### src/rtl/i2c_eng_pkg.sv
package i2c_eng_pkg;

    typedef enum logic [1:0] {
        XS_OK        = 2'b00,
        XS_ADDR_NACK = 2'b01,
        XS_DATA_NACK = 2'b10,
        XS_TIMEOUT   = 2'b11
    } xfer_status_e;

    typedef enum logic [3:0] {
        PH_IDLE,
        PH_RSLO,
        PH_SETUP,
        PH_HOLD,
        PH_LO,
        PH_HI,
        PH_PLO,
        PH_PHI,
        PH_PEND
    } phase_e;

    // Phases in which SCL is released and the engine waits for it to read high
    function automatic logic is_wait_phase(input phase_e p);
        return (p == PH_SETUP) || (p == PH_HI) || (p == PH_PHI);
    endfunction

    // Phases in which the engine pulls SCL low
    function automatic logic is_low_phase(input phase_e p);
        return (p == PH_RSLO) || (p == PH_LO) || (p == PH_PLO);
    endfunction

endpackage

### src/rtl/i2c_phase_timer.sv
module i2c_phase_timer #(
    parameter int CNT_W = 16
) (
    input  logic             clk,
    input  logic             rst,
    input  logic             restart,
    input  logic             run,
    input  logic [CNT_W-1:0] len,
    output logic             mid,
    output logic             last
);
    logic [CNT_W-1:0] cnt;

    always_ff @(posedge clk) begin
        if (rst || restart) cnt <= '0;
        else if (run)       cnt <= cnt + 1'b1;
    end

    assign mid  = run && (cnt == (len >> 1));
    assign last = run && (cnt == len - 1'b1);
endmodule

### src/rtl/i2c_low_guard.sv
module i2c_low_guard #(
    parameter int CNT_W = 16
) (
    input  logic             clk,
    input  logic             rst,
    input  logic             watch,
    input  logic             scl_in,
    input  logic [CNT_W-1:0] limit,
    output logic             expired
);
    logic             held;
    logic [CNT_W-1:0] cnt;

    assign held = watch && !scl_in;

    always_ff @(posedge clk) begin
        if (rst || !held)       cnt <= '0;
        else if (cnt != limit)  cnt <= cnt + 1'b1;
    end

    assign expired = held && (cnt == limit);

    // the window never runs past its limit
    a_r10_guard_bounded: assert property (@(posedge clk) disable iff (rst)
        (held && $past(held) && $stable(limit)) |-> (cnt <= limit));
endmodule

### src/rtl/i2c_master_engine.sv
module i2c_master_engine
    import i2c_eng_pkg::*;
#(
    parameter int CNT_W = 16,
    parameter int LEN_W = 8
) (
    input  logic             clk,
    input  logic             rst,
    input  logic [CNT_W-1:0] cfg_hi,
    input  logic [CNT_W-1:0] cfg_lo,
    input  logic [CNT_W-1:0] cfg_tmo,
    input  logic             go,
    input  logic [7:0]       go_addr,
    input  logic [LEN_W-1:0] go_len,
    input  logic             go_keep,
    input  logic [7:0]       wr_data,
    output logic             wr_take,
    output logic [7:0]       rd_data,
    output logic             rd_valid,
    output logic             busy,
    output logic             done,
    output logic [1:0]       status,
    output logic             arb_lost,
    input  logic             scl_in,
    input  logic             sda_in,
    output logic             scl_oe,
    output logic             sda_oe
);
    localparam logic [3:0] ACK_BIT = 4'd8;
    localparam logic [7:0] RD_FILL = 8'hFF;

    phase_e           phase, nxt;
    logic [7:0]       sh, rd_q;
    logic [3:0]       bitn;
    logic [LEN_W-1:0] left;
    logic             in_addr, rd_mode, keep_q, held;
    logic             sda_q, done_q, arb_q, rdv_q, take_q;
    xfer_status_e     stat_q;

    logic             run, tm_mid, tm_last, tmo, restart;
    logic [CNT_W-1:0] ph_len;
    logic             tx_byte, sample, ack_slot, arb_hit, nack;

    assign tx_byte  = in_addr || !rd_mode;
    assign sample   = (phase == PH_HI) && tm_last;
    assign ack_slot = (bitn == ACK_BIT);
    assign arb_hit  = sample && !ack_slot && tx_byte && sh[7] && !sda_in;
    assign nack     = sample && ack_slot && tx_byte && sda_in;

    always_comb begin
        run    = 1'b1;
        ph_len = cfg_hi;
        case (phase)
            PH_IDLE:                   run    = 1'b0;
            PH_RSLO, PH_LO, PH_PLO:    ph_len = cfg_lo;
            PH_SETUP, PH_HI, PH_PHI:   run    = scl_in;
            default: ;
        endcase
    end

    i2c_phase_timer #(.CNT_W(CNT_W)) u_timer (
        .clk(clk), .rst(rst), .restart(restart), .run(run),
        .len(ph_len), .mid(tm_mid), .last(tm_last)
    );

    i2c_low_guard #(.CNT_W(CNT_W)) u_guard (
        .clk(clk), .rst(rst), .watch(is_wait_phase(phase)),
        .scl_in(scl_in), .limit(cfg_tmo), .expired(tmo)
    );

    always_comb begin
        nxt = phase;
        case (phase)
            PH_IDLE:  if (go)      nxt = held ? PH_RSLO : PH_SETUP;
            PH_RSLO:  if (tm_last) nxt = PH_SETUP;
            PH_SETUP: if (tm_last) nxt = PH_HOLD;
            PH_HOLD:  if (tm_last) nxt = PH_LO;
            PH_LO:    if (tm_last) nxt = PH_HI;
            PH_HI: begin
                if (arb_hit)                nxt = PH_IDLE;
                else if (tm_last) begin
                    if (!ack_slot)          nxt = PH_LO;
                    else if (nack)          nxt = PH_PLO;
                    else if (left != '0)    nxt = PH_LO;
                    else if (keep_q)        nxt = PH_IDLE;
                    else                    nxt = PH_PLO;
                end
            end
            PH_PLO:   if (tm_last) nxt = PH_PHI;
            PH_PHI:   if (tm_last) nxt = PH_PEND;
            PH_PEND:  if (tm_last) nxt = PH_IDLE;
            default:               nxt = PH_IDLE;
        endcase
        if (tmo) nxt = PH_IDLE;
    end

    assign restart = (nxt != phase);

    always_ff @(posedge clk) begin
        if (rst) begin
            phase   <= PH_IDLE;
            sh      <= '0;
            rd_q    <= '0;
            bitn    <= '0;
            left    <= '0;
            in_addr <= 1'b0;
            rd_mode <= 1'b0;
            keep_q  <= 1'b0;
            held    <= 1'b0;
            sda_q   <= 1'b0;
            done_q  <= 1'b0;
            arb_q   <= 1'b0;
            rdv_q   <= 1'b0;
            take_q  <= 1'b0;
            stat_q  <= XS_OK;
        end else begin
            phase  <= nxt;
            done_q <= (phase != PH_IDLE) && (nxt == PH_IDLE);
            rdv_q  <= 1'b0;
            take_q <= 1'b0;
            case (phase)
                PH_IDLE: if (go) begin
                    sh      <= go_addr;
                    bitn    <= '0;
                    left    <= go_len;
                    in_addr <= 1'b1;
                    rd_mode <= go_addr[0];
                    keep_q  <= go_keep;
                    stat_q  <= XS_OK;
                    arb_q   <= 1'b0;
                end
                PH_RSLO:  if (tm_mid)  sda_q <= 1'b0;
                PH_SETUP: if (tm_last) sda_q <= 1'b1;
                PH_LO: if (tm_mid) begin
                    if (!ack_slot) sda_q <= !sh[7];
                    else           sda_q <= !in_addr && rd_mode && (left != '0);
                end
                PH_HI: begin
                    if (sample && !ack_slot) begin
                        sh   <= {sh[6:0], sda_in};
                        bitn <= bitn + 1'b1;
                    end else if (sample) begin
                        bitn <= '0;
                        if (!tx_byte) begin
                            rd_q  <= sh;
                            rdv_q <= 1'b1;
                        end
                        if (nack) begin
                            stat_q <= in_addr ? XS_ADDR_NACK : XS_DATA_NACK;
                        end else if (left != '0) begin
                            in_addr <= 1'b0;
                            left    <= left - 1'b1;
                            sh      <= rd_mode ? RD_FILL : wr_data;
                            take_q  <= !rd_mode;
                        end else begin
                            held <= keep_q;
                        end
                    end
                    if (arb_hit) begin
                        arb_q <= 1'b1;
                        sda_q <= 1'b0;
                        held  <= 1'b0;
                    end
                end
                PH_PLO:  if (tm_mid)  sda_q <= 1'b1;
                PH_PHI:  if (tm_last) sda_q <= 1'b0;
                PH_PEND: if (tm_last) held  <= 1'b0;
                default: ;
            endcase
            if (tmo) begin
                stat_q <= XS_TIMEOUT;
                sda_q  <= 1'b0;
                held   <= 1'b0;
            end
        end
    end

    assign scl_oe   = is_low_phase(phase) || ((phase == PH_IDLE) && held);
    assign sda_oe   = sda_q;
    assign busy     = (phase != PH_IDLE);
    assign done     = done_q;
    assign status   = stat_q;
    assign arb_lost = arb_q;
    assign rd_data  = rd_q;
    assign rd_valid = rdv_q;
    assign wr_take  = take_q;

    // SDA does not move while a bit's high phase lasts
    a_r3_sda_still_in_high: assert property (@(posedge clk) disable iff (rst)
        (phase == PH_HI && $past(phase) == PH_HI) |-> $stable(sda_oe));

    // completion is a single-cycle pulse
    a_r11_done_single: assert property (@(posedge clk) disable iff (rst)
        done |=> !done);

    // after a lost arbitration both lines are free
    a_r9_arb_releases: assert property (@(posedge clk) disable iff (rst)
        (done && arb_lost) |-> (!scl_oe && !sda_oe));

    // an expired guard ends the request with the timeout code
    a_r10_timeout_reported: assert property (@(posedge clk) disable iff (rst)
        tmo |=> (done && status == XS_TIMEOUT && !scl_oe && !sda_oe));

    // write bytes are only loaded in write direction
    a_r4_take_in_write: assert property (@(posedge clk) disable iff (rst)
        wr_take |-> (!rd_mode && busy));

    // read bytes are only delivered in read direction
    a_r5_rdv_in_read: assert property (@(posedge clk) disable iff (rst)
        rd_valid |-> rd_mode);
endmodule

### config.mk
export PLATFORM = sky130hd
export DESIGN_NAME = i2c_master_engine
export DESIGN_NICKNAME = d
export VERILOG_FILES = /design/src/rtl/i2c_eng_pkg.sv /design/src/rtl/i2c_phase_timer.sv /design/src/rtl/i2c_low_guard.sv /design/src/rtl/i2c_master_engine.sv
export SDC_FILE = /design/constraint.sdc
export NUM_CORES = 1
export LEC_CHECK = 0
export CORE_MARGIN = 1
export CORE_UTILIZATION = 36
export CTS_CLUSTER_DIAMETER = 120
export DETAILED_ROUTE_END_ITERATION = 10
export DONT_BUFFER_PORTS = 1
export GPL_TIMING_DRIVEN = 0
export HOLD_SLACK_MARGIN = 0.08
export REMOVE_ABC_BUFFERS = 1
export SLEW_MARGIN = 20
export SYNTH_ARGS = -nofsm -noshare
export SYNTH_HDL_FRONTEND = slang
export SYNTH_SLANG_ARGS = --single-unit
### constraint.sdc
create_clock -name clk -period 12.4 [get_ports clk]
set_clock_uncertainty 0.05 [all_clocks]
set_input_delay 0 -clock clk [delete_from_list [all_inputs] [get_ports clk]]
set_output_delay 0 -clock clk [all_outputs]
set_load 0.05 [all_outputs]
==> impl_results.md <==
- Die height: 127 µm
- DR pass1 iterations: 5
- Diode count: 0
- CP most frequent cell: or4_1
- Clock Latency Late Sink: 0.34 ns
- Crit path DAT: 6.60 ns
- Vias in the first global route: 4,696
- Post-synth EDFFs: 0
- Place WS: 6.60 ns
- Clk slew on worst S/H paths: 0.06 ns
- Reg-to-reg slack, setup: 6.03 ns
- PnR worst setup slack: 6.03 ns
- Initial DRC Count: 350
- Hpwl dp: 11,300 µm
- Fin crit share: 0.514
- Detailed-route DRC error count: 0
- Critical path destination: sh[6]$_SDFFE_PP0P_
- CP Capture Type: flip-flop
- Longest Clk Path Bufs: 2
- WL per Instance: 16.2 µm
- Core Util, Final: 0.418
- Die span in x: 127 µm
- Initial antenna violation count: 0
- Root Buffer: clkbuf_16
- Row cnt: 45
- Top cell type's share of synthesized area: 0.265
- Tmin final: 6.37 ns
- TNS Setup: 0 ns
- Post_cts resized: 0
- Detailed Route WL: 15,600 µm
- Critical path class: reg -> reg
- Placer Congestion: 0.921
- Post-Layout Cell Count: 958
- Async SR Flop Fraction: 0
- Sequential share of the synthesized area: 0.265
- Initial core utilization: 0.372
- Routed via count: 5,272
- Area occupied by multi-input gates: 3830 µm²
- Placeable Area: 15,300 µm²
- Worst Path Max Fanout: 28
- CP peak stage delay: 0.95 ns
- DR vias/cell: 5.50
- R2R depth: 14
- WP data required: 12.63 ns
- Top cells by count, synth: 105 x nor2_1, 78 x nand2_1, 75 x dfxtp_1
- Hold-fix buffers, CTS: 32
- Synthesized area per cell: 7.65 µm²
- Final instance area: 6380 µm²
- #FFs+latches synth: 75
- Hold Crit Class: in -> reg
- Num CTS Buffers: 9
- RR Endpoint: sh[6]$_SDFFE_PP0P_
- Clock sinks: 75
- IO Count: 95
- Setup repair bufs after CTS: 0
- GRT overflow: 0
- Final net count: 827
- Worst setup SP type: flip-flop
- Die area: 16,300 µm²
- Fmax: 157 MHz
- Cell Area, Synth: 5670 µm²
- Worst Tran Pin Value: 1.12 ns
- FF-to-FF Start: phase[1]$_SDFF_PP0_
- # placed instances: 910
- Number of port buffers: 0
- Leak: 2.21 nW
- Critical Path Start: phase[1]$_SDFF_PP0_
- Most frequent cell after synthesis: nor2_1
- Final setup fails: 0
- H-tree depth: 3
- Hold wc startpoint: scl_in
- Status: finished clean
- Slew Limit Fails: 0
- Power Total: 0.684 mW
- Top cells by area, synth: dfxtp_1 26%, nor2_1 7.0%, xor2_1 5.7%
- Max_cap viols: 0
- Final hold violations: 0
- Number of distinct library cells after synthesis: 81
- Ys flop type: dfxtp_1
- Total Routing Usage GR: 0.192
- Crit-path slowest cell: dfxtp_1
- Slew margin rel.: 0.252
- RSZ-0062 raised after global routing: no
- Area Overhead vs Synth: 12.6%
- Hold Slack: 0.108 ns
- Crit-path cells: or2_1 > o211ai_2 > o211ai_4 > ha_1 > xor2_1 > xnor2_1 > a2111o_1 > or4_1 > or4_1 > or4_1 > nor2_4 > mux2_2 > a311oi_1 > dlygate4sd3_1
- Maximum VDD drop: 68.3 µV
- Post-Synthesis Cells: 741
- Largest net degree at the start of global routing: 42
- Filler instances: 1,551
- ANT nets after route: 0
- P per Cell Area: 107 nW/µm²
- Fraction of layout cells with a size suffix above 1: 0.0710
- Yosys warns: 0
- Dpl cell area: 5710 µm²
- CTS tree: yes
- FF/Latch Area: 1500 µm²
- Post-synth top area cell: dfxtp_1
- First-pass GRT wire length: 24,900 µm
## area by class of cell
cell class,count,area share
Sequential cell,75,0.235
Tap cell,211,0.0414
Timing Repair Buffer,35,0.0559
Inverter,24,0.0141
Multi-Input combinational cell,597,0.600
Clock buffer,10,0.0359
Clock inverter,6,0.0178
## critical path, delay by kind of cell, from the launching register on
kind	cells	cell delay, ns
xor gates and xnor gates	2	0.27
AOI/OAI and AO/OA	4	0.99
muxes	1	0.37
DFF	1	0.95
buffers and inverters	1	0.58
adders and majority gates	1	0.31
and+or+nand+nor	5	2.78
## sequential cells by signal, summed over array words and instances (netlist names), 2 cells and up
| name | flops |
|---|---|
| rd_data | 8 |
| phase | 4 |
| bitn | 4 |
| u_timer.cnt | 16 |
| sh | 8 |
| u_guard.cnt | 16 |
| left | 8 |
| status | 2 |
## power by group
group          switching, mW  internal [mW]
combinational         0.0720         0.0507
clock                  0.105          0.197
sequential            0.0118          0.248
## placed cells by master (no fill, tap or decap), drive strengths merged, types with 3 or more instances in the layout
cell,n
nor2,107
nand2,78
dfxtp,75
o21ai,43
xor2,37
a21oi,36
xnor2,35
dlygate4sd3,31
inv,24
nor3,24
o211ai,20
nand3,17
nor4,16
nand4,14
mux2i,13
and3,11
a211oi,10
clkbuf,10
or3,9
a311oi,9
a2bb2oi,9
mux2,8
ha,7
nor2b,6
or4,6
a221oi,5
o22ai,5
nand3b,5
or2,5
nand2b,4
a21o,4
o211a,4
buf,4
a221o,3
a2111oi,3
o32ai,3
bufinv,3
## routing by layer
metal  up-vias  global-route usage  part of all wire
met5         -                   0                 0
met3        11              0.0444             0.053
met4         0              0.0329            0.0066
met2       131               0.312              0.47
li1       2682                   -                 -
met1      2448               0.260              0.47
## worst min path at each step
stage	end	slack, ns	cells past startpoint
detailed placement	rd_mode$_SDFFE_PP0P_	0.03	1
CTS	phase[1]$_SDFF_PP0_	0.09	3
floorplan	bitn[0]$_SDFFE_PP0P_	0.02	1
finish	u_timer.cnt[0]$_SDFFE_PP0P_	0.11	4
global placement	bitn[0]$_SDFFE_PP0P_	0.03	1
global route	phase[1]$_SDFF_PP0_	0.13	3
## logic make-up after synthesis
logic type	Yosys count	share of synthesized area
simple gates	315	0.272
fa+ha+maj	7	0.0154
xor+xnor	72	0.111
mux	21	0.0388
flops	75	0.265
buf+inv	69	0.0609
compound gates	182	0.237
Note: power is estimated with default switching activity, not from simulation.
